===== config.mk =====
export PLATFORM = sky130hd
export DESIGN_NAME = ref_selector
export DESIGN_NICKNAME = d
export VERILOG_FILES = /design/src/rtl/ref_sel_pkg.sv /design/src/rtl/ref_elig.sv /design/src/rtl/ref_best.sv /design/src/rtl/ref_sel_fsm.sv /design/src/rtl/ref_selector.sv
export SDC_FILE = /design/constraint.sdc
export NUM_CORES = 1
export LEC_CHECK = 0
export ABC_AREA = 1
export BUFFER_PORTS_ARGS = -buffer_cell sky130_fd_sc_hd__buf_4
export CAP_MARGIN = 30
export CORE_MARGIN = 3
export CORE_UTILIZATION = 45
export CTS_CLUSTER_DIAMETER = 50
export DETAILED_ROUTE_END_ITERATION = 8
export GPL_TIMING_DRIVEN = 0
export PLACE_DENSITY = 0.81
export SLEW_MARGIN = 20
export SYNTH_ARGS = -nofsm -noshare
export SYNTH_HDL_FRONTEND = slang
export SYNTH_SLANG_ARGS = --single-unit

===== constraint.sdc =====
create_clock -name clk -period 2.3 [get_ports clk]
set_input_delay 0.46 -clock clk [delete_from_list [all_inputs] [get_ports clk]]
set_output_delay 0.46 -clock clk [all_outputs]
set_load 0.02 [all_outputs]

===== src/rtl/ref_sel_pkg.sv =====
package ref_sel_pkg;
    typedef enum logic [1:0] {
        SEL_NONE   = 2'd0,
        SEL_MANUAL = 2'd1,
        SEL_TRACK  = 2'd2
    } sel_state_e;
endpackage


===== src/rtl/ref_elig.sv =====
// Marks each input usable when qualified and given a nonzero priority.
module ref_elig #(
    parameter int N  = 8,
    parameter int PW = 4
) (
    input  logic [N-1:0]    qual_i,
    input  logic [N*PW-1:0] prio_i,
    output logic [N-1:0]    elig_o
);
    for (genvar g = 0; g < N; g++) begin : g_in
        assign elig_o[g] = qual_i[g] && (prio_i[g*PW +: PW] != '0);
    end
endmodule


===== src/rtl/ref_best.sv =====
// Finds the usable input with the lowest priority value; lowest index wins ties.
module ref_best #(
    parameter int N  = 8,
    parameter int PW = 4,
    parameter int IW = 3
) (
    input  logic [N-1:0]    elig_i,
    input  logic [N*PW-1:0] prio_i,
    output logic [IW-1:0]   best_idx_o,
    output logic [PW-1:0]   best_prio_o,
    output logic            found_o
);
    always_comb begin
        best_idx_o  = '0;
        best_prio_o = '1;
        found_o     = 1'b0;
        for (int i = 0; i < N; i++) begin
            if (elig_i[i] && (!found_o || (prio_i[i*PW +: PW] < best_prio_o))) begin
                best_idx_o  = IW'(i);
                best_prio_o = prio_i[i*PW +: PW];
                found_o     = 1'b1;
            end
        end
    end
endmodule


===== src/rtl/ref_sel_fsm.sv =====
// Selection state machine: manual override, automatic tracking, revertivity.
module ref_sel_fsm
    import ref_sel_pkg::*;
#(
    parameter int N  = 8,
    parameter int PW = 4,
    parameter int IW = 3
) (
    input  logic            clk,
    input  logic            rst_n,
    input  logic            auto_mode_i,
    input  logic            revert_i,
    input  logic [IW-1:0]   man_idx_i,
    input  logic [N-1:0]    elig_i,
    input  logic [N*PW-1:0] prio_i,
    input  logic [IW-1:0]   best_idx_i,
    input  logic [PW-1:0]   best_prio_i,
    input  logic            found_i,
    output logic [IW-1:0]   sel_idx_o,
    output logic            sel_valid_o,
    output logic            switch_o
);
    sel_state_e    state, nxt_state;
    logic [IW-1:0] nxt_idx;
    logic [PW-1:0] cur_prio;
    logic          cur_ok;
    logic          man_ok;

    assign cur_prio = prio_i[sel_idx_o*PW +: PW];
    assign cur_ok   = elig_i[sel_idx_o];
    assign man_ok   = (32'(man_idx_i) < N);

    // Next state and next index
    always_comb begin
        nxt_state = state;
        nxt_idx   = sel_idx_o;
        if (!auto_mode_i) begin
            nxt_state = SEL_MANUAL;
            if (man_ok) begin
                nxt_idx = man_idx_i;
            end
        end else begin
            unique case (state)
                SEL_NONE: begin
                    if (found_i) begin
                        nxt_state = SEL_TRACK;
                        nxt_idx   = best_idx_i;
                    end
                end
                SEL_MANUAL, SEL_TRACK: begin
                    if (!found_i) begin
                        nxt_state = SEL_NONE;
                    end else if (!cur_ok) begin
                        nxt_state = SEL_TRACK;
                        nxt_idx   = best_idx_i;
                    end else if (revert_i && (best_prio_i < cur_prio)) begin
                        nxt_state = SEL_TRACK;
                        nxt_idx   = best_idx_i;
                    end else begin
                        nxt_state = SEL_TRACK;
                    end
                end
                default: nxt_state = SEL_NONE;
            endcase
        end
    end

    // State register
    always_ff @(posedge clk or negedge rst_n) begin
        if (!rst_n) begin
            state <= SEL_NONE;
        end else begin
            state <= nxt_state;
        end
    end

    // Output registers
    always_ff @(posedge clk or negedge rst_n) begin
        if (!rst_n) begin
            sel_idx_o   <= '0;
            sel_valid_o <= 1'b0;
            switch_o    <= 1'b0;
        end else begin
            sel_idx_o   <= nxt_idx;
            sel_valid_o <= (nxt_state != SEL_NONE);
            switch_o    <= (nxt_idx != sel_idx_o);
        end
    end
endmodule


===== src/rtl/ref_selector.sv =====
module ref_selector #(
    parameter int N  = 8,
    parameter int PW = 4,
    parameter int IW = (N > 1) ? $clog2(N) : 1
) (
    input  logic            clk,
    input  logic            rst_n,
    input  logic [N-1:0]    qual_i,
    input  logic [N*PW-1:0] prio_i,
    input  logic            auto_mode_i,
    input  logic            revert_i,
    input  logic [IW-1:0]   man_idx_i,
    output logic [IW-1:0]   sel_idx_o,
    output logic            sel_valid_o,
    output logic            switch_o
);
    logic [N-1:0]  elig;
    logic [IW-1:0] best_idx;
    logic [PW-1:0] best_prio;
    logic          found;

    ref_elig #(.N(N), .PW(PW)) u_elig (
        .qual_i (qual_i),
        .prio_i (prio_i),
        .elig_o (elig)
    );

    ref_best #(.N(N), .PW(PW), .IW(IW)) u_best (
        .elig_i      (elig),
        .prio_i      (prio_i),
        .best_idx_o  (best_idx),
        .best_prio_o (best_prio),
        .found_o     (found)
    );

    ref_sel_fsm #(.N(N), .PW(PW), .IW(IW)) u_fsm (
        .clk         (clk),
        .rst_n       (rst_n),
        .auto_mode_i (auto_mode_i),
        .revert_i    (revert_i),
        .man_idx_i   (man_idx_i),
        .elig_i      (elig),
        .prio_i      (prio_i),
        .best_idx_i  (best_idx),
        .best_prio_i (best_prio),
        .found_i     (found),
        .sel_idx_o   (sel_idx_o),
        .sel_valid_o (sel_valid_o),
        .switch_o    (switch_o)
    );
endmodule


==> metrics.cfg <==
[place]
dpl.hpwl_microns = 5480
gp_congestion = 0.910
pre_cts_ws_ns = -6.64
portBuffers = 51
dpl_cell_area_sq_mm = 0.00267

[detailed_routing]
via_count = 3280
final_antenna_net_count = 0
dr.pass1.iters = 7
detail_route.wirelength_microns = 8500
routed-wl-met3_microns = 646
met2_wirelength_microns = 4370
drcViolationCount = 0
vias_per_cell = 5.67
post_drt_wl_per_cell_microns = 14.7
drtIter0Drc = 211
wl_met1_microns = 3210
dr.max_layer_used = met4

[min_path]
min_path_type = in2async

[yosys]
syn_avg_cell_area_sq_um = 5.37
ys_ff_latch = 7
yosysSeqAreaShare = 0.0804
async_flop_share = 1.00
ys_warn_count = 0
synth_cell_types = 31
ys.flop_type = dfrtp_1
synth_top_area_frac = 0.212
synth_edf_count = 0
synth_area_leaders = nand2_1, nand3_1, inv_1
synth_nets = 469
yosysMostFrequentCell = nand2_1
synthTopCellsByCount = nand2_1, inv_1, nand3_1, a21oi_1, o21ai_0
synthesis.area_sq_mm = 0.00218
synth_area_leader_cell = nand2_1
synthCells = 406

[clocking]
clk_path_buf_depth = 2
clkSinkCount = 7
cts_max_level = 1
clk_pin_slew_ns = 0.04
cts_tree = yes
clk_latency_ns = 0.23
cts_hold_buf = 0
cts_root_buf = clkbuf_8
cts_buffers = 3

[grt]
grt_pass1_wl_microns = 13300
track_usage = 0.294
overflow = 0
grt_antenna_before_repair = 0
grt_pass1_vias = 3186
grt_max_degree = 11

[sta]
worst_slew_pin_slew_ns = 0.497
clock.fmax_ghz = 0.120
rsz0062_at_grt = true
fin_crit_sh = 3.61
clock_skew_ns = 0.00278
setup_viol = 7
slew_viol_final = 0
finalCriticalPeriod_ns = 8.31
max-slew-margin-rel = 0.669
finalWorstSetupSlack_ns = -6.01
finalHoldViolations = 0
final.setup.tns_ns = -27.14

[finish]
diodes = 0
nets = 590
layout-drive-gt1-share = 0.411
fin_area_sq_mm = 0.00349
area_growth_pct = 59.9

[worst_setup_path]
r2r_end = u_fsm.sel_idx_o[0]
critPathKind = in2reg
endpoint = u_fsm.sel_idx_o[0]
cp.depth = 87
critical_path_buf_inv_count = 17
cp_data_required_time_ns = 2.42
r2r_cells = 20
arrival_ns = 8.43
crit_family = simple AND/OR/NAND/NOR gates
endpoint_kind = flip-flop
cpMaxStageDelayCell = ha_1
reg2reg_slack_ns = -1.05
r2r-start = u_fsm.sel_idx_o[0]
critPathLaunch = prio_i[1]
max_stage_delay_ns = 0.31
path_max_fanout = 8
startpoint_type = primary input

[power]
internal_power_w = 0.00104
comb_power_share = 0.840
power_switching_w = 0.00106
power_density_mw_per_mm2 = 603
seqPwrFrac = 0.077
irDropWorstVdd_v = 0.000374
switching_share = 0.506
leakage_nw = 1.93
pwr-share-clk = 0.083

[job]
drv_cap = 0

[status]
outcome = finished with violations
violations = negative setup slack

[floorplan]
row_count = 24
die_w_microns = 75.6
pin_count = 52
core_region_area_sq_mm = 0.00450
start_util = 0.484
die_y_microns = 75.6
die_area_sq_mm = 0.00571

==> layout make-up <==
cell class	instances	area (sq um)
clock buffer	4	45.0
inverter	66	256
tap	52	65.1
timing repair buffer	116	901
sequential	7	175
fill	342	1020
multi-input combinational	325	2010
buffer	8	32.5
==> flip-flops by register name, indices dropped and copies added, names as in the netlist <==
signal             flops
u_fsm.switch_o         1
u_fsm.state            2
u_fsm.sel_idx_o        3
u_fsm.sel_valid_o      1
==> routing by layer <==
layer,track usage,up-vias
met3,0.0317,38
met2,0.556,206
met5,0,-
li1,-,1583
met4,0.142,0
met1,0.322,1453
==> repair_timing <==
action | in CTS | in global routing
setup buffers | 57 | 8
gates resized for setup | 59 | 22
endpoints found under the setup margin | 7 | 7
pin swaps | 59 | 54
==> power groups by stage <==
stage / registers, W / logic, W / clock network [W]
floorplan: 0.000180 / 0.000890 / 0
global placement: 0.000163 / 0.00120 / 0
detailed placement: 0.000163 / 0.00124 / 0
CTS: 0.000162 / 0.00159 / 0.000172
global route: 0.000164 / 0.00194 / 0.000180
finish: 0.000162 / 0.00176 / 0.000175
==> logic make-up after synthesis <==
family	share of synthesized area
flip-flops	0.0804
AO/OA/AOI/OAI	0.220
buffers and inverters	0.129
adder cells (fa/ha/maj)	0.0918
AND/OR/NAND/NOR	0.479
==> worst register-to-register path: cells and delay by family, from the launching register on <==
kind | cells | cell delay, ns
fa+ha+maj | 1 | 0.32
compound gates | 3 | 0.44
simple gates | 10 | 0.74
buf+inv | 6 | 1.32
flops | 1 | 0.40
==> metrics by stage <==
step	instances	power, W	hold WS [ns]	util
floorplan	406	0.00107	0.164	-
global placement	509	0.00136	0.271	0.592
detailed placement	509	0.00140	0.273	0.592
CTS	570	0.00193	0.0350	0.746
global route	578	0.00229	0.0356	0.774
finish	578	0.00210	0.0324	0.774
==> worst min path at each step <==
stage | start | slack [ns] | to | cells after the start
after floorplan | rst_n | 0.16 | u_fsm.sel_idx_o[0] | 0
after global placement | rst_n | 0.27 | u_fsm.sel_valid_o | 1
after detailed placement | rst_n | 0.27 | u_fsm.state[1] | 1
after CTS | rst_n | 0.03 | u_fsm.state[1] | 1
after global routing | rst_n | 0.04 | u_fsm.sel_idx_o[1] | 1
final | rst_n | 0.03 | u_fsm.sel_idx_o[1] | 1
==> cells in the final DEF (no fill, tap or decap), types with 4 or more instances in the layout <==
cell      synthesis  routed
buf_4             0     111
ha_1             16      13
clkbuf_1          6       7
nor2_2            0       6
nand2_4          10      14
nor2_4            0       4
nand2_1         123     102
nand2_2          16      33
o41ai_1           6       4
o21ai_2           0       9
a21oi_1          32      31
nor2_1           25      15
inv_1            59      52
nand3_1          47      45
inv_2             3       9
o21ai_0          27      14
dfrtp_1           7       7
(Power assumes the default switching activity.)
